**src/rtl/brd_irq_pkg.sv**
```systemverilog
package brd_irq_pkg;

    // Bits the enable and status registers are allowed to hold
    localparam logic [31:0] IRQ_KEEP = 32'h000F_EEFF;

    // Number of plain storage registers
    localparam int unsigned N_PLAIN = 10;

    // Register selects; plain registers come first so the enum value indexes the bank
    typedef enum logic [3:0] {
        SEL_LED0   = 4'd0,
        SEL_LED1   = 4'd1,
        SEL_LEDCTL = 4'd2,
        SEL_SW     = 4'd3,
        SEL_MW0    = 4'd4,
        SEL_MW1    = 4'd5,
        SEL_MW2    = 4'd6,
        SEL_MR     = 4'd7,
        SEL_SLOT0  = 4'd8,
        SEL_SLOT1  = 4'd9,
        SEL_IEN    = 4'd10,
        SEL_ISTAT  = 4'd11,
        SEL_NONE   = 4'd12
    } reg_sel_e;

    localparam int unsigned N_MAPPED = 12;

    function automatic logic [31:0] sel_offset(input int unsigned k);
        logic [31:0] off;
        unique case (k)
            0:       off = 32'h10;
            1:       off = 32'h14;
            2:       off = 32'h40;
            3:       off = 32'h60;
            4:       off = 32'h80;
            5:       off = 32'h84;
            6:       off = 32'h88;
            7:       off = 32'h90;
            8:       off = 32'hE0;
            9:       off = 32'hE4;
            10:      off = 32'hC0;
            11:      off = 32'hD0;
            default: off = 32'hFFFF_FFFF;
        endcase
        return off;
    endfunction

endpackage

```
**src/rtl/brd_reg_decode.sv**
```systemverilog
module brd_reg_decode
    import brd_irq_pkg::*;
#(
    parameter int unsigned OFS_W = 20
) (
    input  logic [OFS_W-1:0] addr,
    output reg_sel_e         sel
);
    always_comb begin
        sel = SEL_NONE;
        for (int unsigned k = 0; k < N_MAPPED; k++) begin
            if (addr == sel_offset(k)[OFS_W-1:0]) begin
                sel = reg_sel_e'(k[3:0]);
            end
        end
    end
endmodule

```
**src/rtl/brd_gp_bank.sv**
```systemverilog
module brd_gp_bank #(
    parameter int unsigned DW = 32,
    parameter int unsigned N  = 10
) (
    input  logic                 clk,
    input  logic                 rst,
    input  logic [N-1:0]         we_vec,
    input  logic [DW-1:0]        wdata,
    output logic [N-1:0][DW-1:0] q
);
    for (genvar g = 0; g < N; g++) begin : g_word
        always_ff @(posedge clk) begin
            if (rst) begin
                q[g] <= '0;
            end else if (we_vec[g]) begin
                q[g] <= wdata;
            end
        end
    end
endmodule

```
**src/rtl/brd_irq_core.sv**
```systemverilog
module brd_irq_core
    import brd_irq_pkg::*;
#(
    parameter int unsigned N_SRC = 16,
    parameter int unsigned DW    = 32
) (
    input  logic             clk,
    input  logic             rst,
    input  logic [N_SRC-1:0] irq_in,
    input  logic             ien_we,
    input  logic             stat_we,
    input  logic [DW-1:0]    wdata,
    output logic [DW-1:0]    ien_q,
    output logic [DW-1:0]    stat_q,
    output logic             irq_parent,
    output logic [N_SRC-1:0] src_level,
    output logic             ev_any
);
    localparam int unsigned IW = (N_SRC > 1) ? $clog2(N_SRC) : 1;
    localparam logic [DW-1:0] KEEP_W = DW'(IRQ_KEEP);

    logic [N_SRC-1:0] in_prev;
    logic [N_SRC-1:0] chg;
    logic [N_SRC-1:0] ev;
    logic [DW-1:0]    lvl_q;
    logic [DW-1:0]    lvl_x;
    logic [DW-1:0]    lvl_d;
    logic [DW-1:0]    chg_w;
    logic [DW-1:0]    irq_w;
    logic [IW-1:0]    win;
    logic             found;

    assign chg    = irq_in ^ in_prev;
    assign ev     = chg & ien_q[N_SRC-1:0];
    assign ev_any = |ev;
    assign chg_w  = DW'(chg);
    assign irq_w  = DW'(irq_in);

    // Lowest-numbered enabled change wins
    always_comb begin
        found = 1'b0;
        win   = '0;
        for (int i = 0; i < N_SRC; i++) begin
            if (ev[i] && !found) begin
                found = 1'b1;
                win   = IW'(i);
            end
        end
    end

    // Mask write folds status into the level record, then input changes apply
    assign lvl_x = ien_we ? (lvl_q ^ stat_q) : lvl_q;
    assign lvl_d = (lvl_x & ~chg_w) | (irq_w & chg_w);

    always_ff @(posedge clk) begin
        if (rst) begin
            in_prev    <= '0;
            lvl_q      <= '0;
            ien_q      <= '0;
            stat_q     <= '0;
            irq_parent <= 1'b0;
            src_level  <= '0;
        end else begin
            in_prev <= irq_in;
            lvl_q   <= lvl_d;
            if (ien_we) begin
                ien_q     <= wdata & KEEP_W;
                src_level <= lvl_x[N_SRC-1:0];
            end
            if (ev_any) begin
                stat_q     <= DW'(1) << win;
                irq_parent <= irq_in[win];
            end else if (stat_we) begin
                stat_q <= wdata & KEEP_W;
            end
        end
    end
endmodule

```
**src/rtl/brd_irq_regs.sv**
```systemverilog
module brd_irq_regs
    import brd_irq_pkg::*;
#(
    parameter int unsigned N_SRC = 16,
    parameter int unsigned DW    = 32,
    parameter int unsigned OFS_W = 20
) (
    input  logic             clk,
    input  logic             rst,
    input  logic [OFS_W-1:0] bus_addr,
    input  logic             bus_we,
    input  logic [DW-1:0]    bus_wdata,
    output logic [DW-1:0]    bus_rdata,
    input  logic [N_SRC-1:0] irq_in,
    output logic             irq_parent,
    output logic [N_SRC-1:0] src_level
);
    reg_sel_e                     dec_sel;
    logic [N_PLAIN-1:0]           gp_we;
    logic [N_PLAIN-1:0][DW-1:0]   gp_q;
    logic [DW-1:0]                ien_q;
    logic [DW-1:0]                stat_q;
    logic                         ev_any;
    logic                         ien_we;
    logic                         stat_we;

    brd_reg_decode #(.OFS_W(OFS_W)) u_dec (
        .addr (bus_addr),
        .sel  (dec_sel)
    );

    for (genvar g = 0; g < N_PLAIN; g++) begin : g_we
        assign gp_we[g] = bus_we && (dec_sel == reg_sel_e'(g));
    end

    assign ien_we  = bus_we && (dec_sel == SEL_IEN);
    assign stat_we = bus_we && (dec_sel == SEL_ISTAT);

    brd_gp_bank #(.DW(DW), .N(N_PLAIN)) u_bank (
        .clk    (clk),
        .rst    (rst),
        .we_vec (gp_we),
        .wdata  (bus_wdata),
        .q      (gp_q)
    );

    brd_irq_core #(.N_SRC(N_SRC), .DW(DW)) u_core (
        .clk        (clk),
        .rst        (rst),
        .irq_in     (irq_in),
        .ien_we     (ien_we),
        .stat_we    (stat_we),
        .wdata      (bus_wdata),
        .ien_q      (ien_q),
        .stat_q     (stat_q),
        .irq_parent (irq_parent),
        .src_level  (src_level),
        .ev_any     (ev_any)
    );

    always_comb begin
        unique case (dec_sel)
            SEL_LED0, SEL_LED1, SEL_LEDCTL, SEL_SW, SEL_MW0,
            SEL_MW1, SEL_MW2, SEL_MR, SEL_SLOT0, SEL_SLOT1:
                bus_rdata = gp_q[dec_sel];
            SEL_IEN:   bus_rdata = ien_q;
            SEL_ISTAT: bus_rdata = stat_q;
            default:   bus_rdata = '0;
        endcase
    end
endmodule

```
**config.mk**
```make
export PLATFORM = sky130hd
export DESIGN_NAME = brd_irq_regs
export DESIGN_NICKNAME = d
export VERILOG_FILES = /design/src/rtl/brd_irq_pkg.sv /design/src/rtl/brd_reg_decode.sv /design/src/rtl/brd_gp_bank.sv /design/src/rtl/brd_irq_core.sv /design/src/rtl/brd_irq_regs.sv
export SDC_FILE = /design/constraint.sdc
export NUM_CORES = 1
export LEC_CHECK = 0
export ABC_AREA = 0
export BUFFER_PORTS_ARGS = -buffer_cell sky130_fd_sc_hd__buf_2
export CELL_PAD_IN_SITES_DETAIL_PLACEMENT = 1
export CELL_PAD_IN_SITES_GLOBAL_PLACEMENT = 2
export CORE_MARGIN = 4
export CORE_UTILIZATION = 38
export CTS_CLUSTER_SIZE = 40
export DETAILED_ROUTE_END_ITERATION = 10
export GPL_ROUTABILITY_DRIVEN = 0
export PLACE_DENSITY_LB_ADDON = 0.15
export SLEW_MARGIN = 20
export SYNTH_ARGS = -nofsm -noshare
export SYNTH_HDL_FRONTEND = slang
export SYNTH_SLANG_ARGS = --single-unit
```
**constraint.sdc**
```tcl
create_clock -name clk -period 9.9 [get_ports clk]
set_input_delay 1.98 -clock clk [delete_from_list [all_inputs] [get_ports clk]]
set_output_delay 1.98 -clock clk [all_outputs]
set_load 0.01 [all_outputs]
```
==> results.md, run 1 <==
- Status: finished, final reports clean
- Cts-stage hold buffer count: 0
- # DRC: 0
- Crit path launch type: input pin
- Crit path capture: bus_rdata[12]
- Via count: 17,500
- Initial DRC count: 1,019
- CTS buffer count: 48
- CP Cell Sequence: buf_2 > nor4_2 > nand4_1 > or4_1 > buf_4 > inv_1 > nand3_1 > o2111ai_1 > nand2_1 > buf_2
- CTS tree: built
- Pwr Density: 176 mW/mm^2
- Top FF cell, synth: dfxtp_1
- Minimum clock period: 7.80 ns
- Kind of critical path: input pin to primary output
- Syn Inst Count: 2,435
- Layout Nets: 2,503
- Top post-synthesis cells by area: dfxtp_1 44%, nand2_1 17%, a21oi_1 10%, mux2i_1 3.4%, clkbuf_1 2.7%
- Slowest stage delay, CP: 0.72 ns
- Antenna Nets Post-Route: 0
- Slew Viols, Final: 0
- Clock Skew: 0.0187 ns
- CTS Root Buffer Type: clkbuf_16
- Netlist cell types: 64
- Vert. Die Dim: 228 um
- Ratio of cells with drive above 1 in the final layout: 0.123
- Tightest Pin Transition: 1.13 ns
- Placed wire-length estimate: 46,000 um
- Slew headroom: 0.248
- Final Hold Fails: 0
- Reg-to-reg endpoint: u_core.irq_parent
- Post-synthesis cell area: 0.0183 mm^2
- Worst Hold Class: flip-flop to flip-flop
- WL/cell: 23.9 um
- Postcts setup bufs: 0
- Slack of the critical path: 2.10 ns
- Clock sink count: 407
- WP depth: 10
- Synth Warn #: 0
- Largest net degree at the start of global routing: 138
- Placeable Area: 0.0476 mm^2
- Buf/Inv on CP: 4
- WP data arrival: 5.82 ns
- Later-pin clock latency in the skew report: 0.59 ns
- Maxcap violations: 0
- Top cell by count, worst path: buf_2
- Initial DRT Pass Iterations: 5
- Synth async-reset ratio: 0
- Power after layout: 3680 uW
- VDD IR max: 0.128 mV
- Cell area after layout: 0.0209 mm^2
- CTS resizes: 0
- Gr usage total: 0.279
- Post-synth EDFFs: 0
- Total die area: 0.0518 mm^2
- Pre-CTS setup slack: 2.17 ns
- RSZ-0062 raised after global routing: false
- Vias in the first global route: 17,800
- Crit-path leading delay family: simple AND/OR/NAND/NOR gates
- Initial Utilization: 0.384
- R2r startpoint: u_core.in_prev[7]
- Final WL: 74,000 um
- Overflow after GRT: 0
- H-tree levels: 2
- Die Span X: 228 um
- First-pass GRT wire length: 110,000 um
- Area fraction of the dominant cell type after synthesis: 0.445
- Post-synthesis sequential area ratio: 0.445
- Final setup violation count: 0
- Critical Path RT: 7.92 ns
- Row cnt: 80
- Critical path capture point type: primary output
- Register-to-register setup slack: 6.95 ns
- I/O Pins: 120
- Worst Setup SP: bus_addr[13]
- Clock buffer depth: 3
- Lkg Pwr: 0.00724 uW
- Input/output buffers: 119
- Synth Register Bits: 407
- Worst-path clk slew: 0.06 ns
- Area grow syn2layout: 14.4%
- Final Cycle Share: 0.787
- Vias per Instance: 5.66
- CP max FO: 34
- Crit-path slowest cell: o2111ai_1
- Area after DPL: 0.0192 mm^2
- Largest area contributor in the netlist: dfxtp_1
- Antenna violations before repair: 9
- Syn_nets: 2,506
- Reg2reg path depth: 8
- Final setup TNS: 0 ns
- Post-synthesis average cell area: 7.52 um^2
- Max Freq: 128 MHz
## metrics by stage
stage	std cells	hold WS (ns)	util
global route	3091	0.458	0.440
detailed placement	2996	0.441	0.403
floorplan	2435	0.427	-
global placement	2995	0.435	0.402
CTS	3085	0.448	0.439
finish	3092	0.447	0.440
## logic make-up after synthesis
logic type      after synthesis  synth area share
compound gates              564             0.189
simple gates               1098             0.243
flops                       407             0.445
xor+xnor                     48            0.0230
mux                          63            0.0347
fa+ha+maj                    17           0.00929
buf+inv                     238            0.0568
## sequential cells by signal, indices dropped and copies added (netlist names)
| register | cells |
|---|---|
| u_bank.q | 320 |
| u_core.stat_q | 20 |
| u_core.ien_q | 18 |
| u_core.in_prev | 16 |
| u_core.lvl_q | 16 |
| u_core.src_level | 16 |
| u_core.irq_parent | 1 |
## layout by cell type, fill, tap and decap left out, drive strengths merged, types with 3 or more instances in the layout
master	instances
and3	3
bufinv	5
o41ai	10
inv	24
nor2b	4
or3	8
xor2	30
o32ai	5
nand3	39
nor4	6
a32o	13
nand2	859
a221o	9
diode	6
o2111ai	8
a32oi	9
mux2i	62
buf	161
o21ai	36
clkinv	6
a22oi	21
nor2	118
xnor2	18
a221oi	24
clkbuf	77
and2	20
dfxtp	407
a21oi	388
a211oi	20
maj3	17
nor3	23
o22ai	4
nand4	7
## routing by layer
metal,track usage,up-vias,part of all wire
met4,0.133,0,0.049
met3,0.0405,175,0.054
met5,0,-,0
li1,-,8127,-
met2,0.486,508,0.49
met1,0.339,8698,0.40
## worst reg2reg max path, stage by stage, from the launching register on
cell	delay, ns
dfxtp_1	0.32
xor2_1	0.19
a22oi_1	0.54
nand2_1	0.14
o31ai_2	0.65
mux2i_1	0.22
o311ai_1	0.42
a211oi_1	0.10
a32o_1	0.28
## worst min path at each step
stage | from | endpoint | depth (start not counted)
finish | u_bank.q[234] | u_bank.q[234] | 2
CTS | u_bank.q[234] | u_bank.q[234] | 2
floorplan | u_bank.q[136] | u_bank.q[136] | 2
global route | u_bank.q[156] | u_bank.q[156] | 2
detailed placement | u_bank.q[234] | u_bank.q[234] | 2
global placement | u_bank.q[136] | u_bank.q[136] | 2
## where the power goes
part	leakage, uW	internal [uW]	switching [uW]
Combinational	0.00311	31.7	87.0
Sequential	0.00329	1650	6.37
Clock	0.000842	1170	733
Total	0.00724	2850	826
## cell type report
class                   count  area [um^2]
clock inverters            12          203
repair buffers            161          961
multi-input cells        1790         9250
diodes                      6         15.0
well taps                 615          769
inverters                  24         90.1
clock buffers              77         1510
fillers                  5807        26700
flip-flops and latches    407         8150
## cell usage after synthesis, drive strengths merged (18+ instances only)
library cell,n
dfxtp,407
nand3,39
mux2i,62
nand2,859
and2,20
xnor2,18
nor2,118
xor2,30
inv,24
a221oi,24
a21oi,388
o21ai,36
a211oi,20
clkbuf,132
a22oi,21
nor3,23
buf,82
Note: power is estimated with default switching activity, not from simulation.
==> inputs of run 2 (changes only) <==
--- a/config.mk
+++ b/config.mk
@@ -10,7 +10,7 @@
 export CELL_PAD_IN_SITES_DETAIL_PLACEMENT = 1
 export CELL_PAD_IN_SITES_GLOBAL_PLACEMENT = 2
 export CORE_MARGIN = 4
-export CORE_UTILIZATION = 38
+export CORE_UTILIZATION = 36
 export CTS_CLUSTER_SIZE = 40
 export DETAILED_ROUTE_END_ITERATION = 10
 export GPL_ROUTABILITY_DRIVEN = 0
==> constraint.sdc (replaced) <==
create_clock -name clk -period 7.8 [get_ports clk]
set_input_delay 1.56 -clock clk [delete_from_list [all_inputs] [get_ports clk]]
set_output_delay 1.56 -clock clk [all_outputs]
set_load 0.01 [all_outputs]
==> run 2 against run 1 <==
Compared with the run above:
- core utilization is 2.4 points lower
- first-iteration DRC count is 6.0% lower
- flip-flop and latch count stayed put
- worst hold slack better by 0.0037 ns
- design area is 0.15% lower
- setup slack worse by 1.3 ns
- sequential power is 27% higher
- clock-buffer cell count stayed put
- power is 23% higher
- global-route usage is 1.2 points lower
- critical path type unchanged
==> results.md, run 2 (synthesized netlist as in run 1, its figures left out) <==
- Via count: 17,400 (-0.57%)
- Initial DRT Pass Iterations: 5 (unchanged)
- RSZ-0062 raised after global routing: false
- Max reg flops: 320 (unchanged)
- Area of the multi-input gates: 0.00927 mm^2 (+0.22%)
- Fillers: 6,143 (+5.8%)
- Overflow after GRT: 0 (unchanged)
- H-tree levels: 2 (unchanged)
- Crit-path slowest cell: nand4_1
- Slew Viols, Final: 0 (unchanged)
- Clk pwr share: 0.504 (-0.015)
- Placeable Area: 0.0503 mm^2 (+5.5%)
- Ratio of cells with drive above 1 in the final layout: 0.122 (-0.000710)
- VDD IR max: 0.124 mV (-3.3%)
- Vias in the first global route: 18,200 (+2.2%)
- I/O Pins: 120 (unchanged)
- Input/output buffers: 119 (unchanged)
- Final WL: 73,800 um (-0.21%)
- Tightest Pin Transition: 1.32 ns (+0.190 ns)
- Worst Hold Class: flip-flop to flip-flop
- Reg with most FFs: u_bank.q
- Flop pwr share: 0.462 (+0.013)
- CTS tree: built
- Clock sink count: 407 (unchanged)
- Largest regs: u_bank.q x320, u_core.stat_q x20, u_core.ien_q x18
- CP Cell Sequence: buf_2 > nor4_2 > nand4_1 > a2111oi_4 > buf_12 > or2_2 > buf_4 > nand2_1 > a32o_1 > nor3_1 > buf_2
- Final setup TNS: 0 ns (unchanged)
- Area after DPL: 0.0193 mm^2 (+0.55%)
- Logic pwr share: 0.034 (+0.002)
- WL/cell: 23.5 um (-1.9%)
- Initial DRC count: 958 (-6.0%)
- Cts-stage hold buffer count: 0 (unchanged)
- First-pass GRT wire length: 112,000 um (+2.0%)
- Top cell by count, worst path: buf_2
- Buf/Inv on CP: 4 (unchanged)
- WP data arrival: 5.45 ns (-0.37 ns)
- Cell internal pwr: 3500 uW (+23%)
- NetSw: 1040 uW (+26%)
- Max Freq: 143 MHz
- Status: finished, final reports clean
- Largest net degree at the start of global routing: 212 (+54%)
- Antenna Nets Post-Route: 0 (unchanged)
- Critical path capture point type: primary output
- Crit path launch type: input pin
- Layout Nets: 2,503 (unchanged)
- # DRC: 0 (unchanged)
- Initial Utilization: 0.364 (-0.0201)
- Final Cycle Share: 0.899
- Slew headroom: 0.122 (-0.126)
- Sw Ratio: 0.230 (+0.00504)
- Commonest non-fill, non-tap cell in the layout: nand2_1
- Slowest stage delay, CP: 0.57 ns (-0.15 ns)
- Clock Skew: 0.0104 ns (-0.00834 ns)
- Register area: 0.00815 mm^2 (unchanged)
- Critical Path RT: 6.24 ns (-1.68 ns)
- Row cnt: 82 (+2.5%)
- Die Span X: 234 um (+2.6%)
- CTS resizes: 0 (unchanged)
- CTS Root Buffer Type: clkbuf_16
- CTS buffer count: 47 (-2.1%)
- Later-pin clock latency in the skew report: 0.58 ns (about the same)
- Minimum clock period: 7.01 ns
- Final Hold Fails: 0 (unchanged)
- Placed wire-length estimate: 46,800 um (+1.9%)
- Worst-path clk slew: 0.06 ns (about the same)
- Lkg Pwr: 0.00718 uW (-0.79%)
- CP max FO: 44 (+29%)
- Kind of critical path: input pin to primary output
- Vias per Instance: 5.53 (-2.3%)
- Crit-path leading delay family: simple AND/OR/NAND/NOR gates
- Most frequent cells in the layout: 849 x nand2_1, 407 x dfxtp_1, 377 x a21oi_1
- Vert. Die Dim: 234 um (+2.6%)
- Gr usage total: 0.267 (-0.0115)
- Postcts setup bufs: 0 (unchanged)
- Final setup violation count: 0 (unchanged)
- Pwr Density: 217 mW/mm^2 (+24%)
- Maxcap violations: 0 (unchanged)
- Cell area after layout: 0.0209 mm^2 (-0.15%)
- Total die area: 0.0546 mm^2 (+5.4%)
- Antenna violations before repair: 10 (+1)
- Area grow syn2layout: 14.2%
- Clock buffer depth: 3 (unchanged)
## run 2: cell count changes in the layout (fill, tap and decap cells not counted), moves of 2 or more
cell,change
clkinv_2,+2
nand3_2,-3
buf_16,-2
nand3_4,+3
buf_12,+3
bufinv_16,-3
## run 2: path summary, 6_finish.rpt
check | depth (start not counted) | endpoint | slack (ns) | startpoint
max reg2reg | 8 | u_core.irq_parent | 4.92 | u_core.in_prev[2]
max | 11 | bus_rdata[20] | 0.79 | bus_addr[13]
min | 2 | u_bank.q[147] | 0.45 | u_bank.q[147]
min reg2reg | 2 | u_bank.q[147] | 0.45 | u_bank.q[147]
## run 2: layout make-up
| class | instances | share of cell area |
|---|---|---|
| Multi-Input combinational cell | 1790 | 0.443 |
| Sequential cell | 407 | 0.390 |
| Clock buffer | 77 | 0.0713 |
| Timing Repair Buffer | 162 | 0.0462 |
| Tap cell | 672 | 0.0402 |
| Clock inverter | 9 | 0.00473 |
| Inverter | 24 | 0.00431 |
| Antenna cell | 5 | 0.000598 |
## run 2: routing by layer
metal  vias up  wire length (um)  GRT usage  share of wire
met3       138              3060     0.0305          0.042
li1       8144                 -          -              -
met5         -                 0          0              0
met4         0              2560     0.0913          0.035
met2       404             37200      0.483           0.50
met1      8723             31000      0.329           0.42
## run 2: stage by stage
step	instances	utilization	worst slack (ns)	total power [uW]	hold WS, ns
after floorplan	2435	-	2.51	2230	0.427
after global placement	3054	0.383	0.863	2300	0.434
after detailed placement	3055	0.384	0.799	2300	0.444
after CTS	3141	0.415	0.808	4590	0.452
after global routing	3145	0.416	0.627	4680	0.464
final	3146	0.416	0.788	4540	0.451
## run 2: power groups by stage
stage | clock [uW] | combinational [uW] | sequential, uW
floorplan | 0 | 91.6 | 2140
global placement | 0 | 153 | 2140
detailed placement | 0 | 154 | 2140
CTS | 2340 | 155 | 2100
global route | 2420 | 167 | 2100
finish | 2290 | 154 | 2100
## run 2: worst register-to-register path: stages, from the launching register on
cell and delay [ns]:
dfxtp_1 0.32, xnor2_1 0.25, a2bb2oi_1 0.39, nand2_1 0.21
nor2_1 0.28, nand3_1 0.61, o311ai_1 0.36, a211oi_1 0.10
a32o_1 0.27
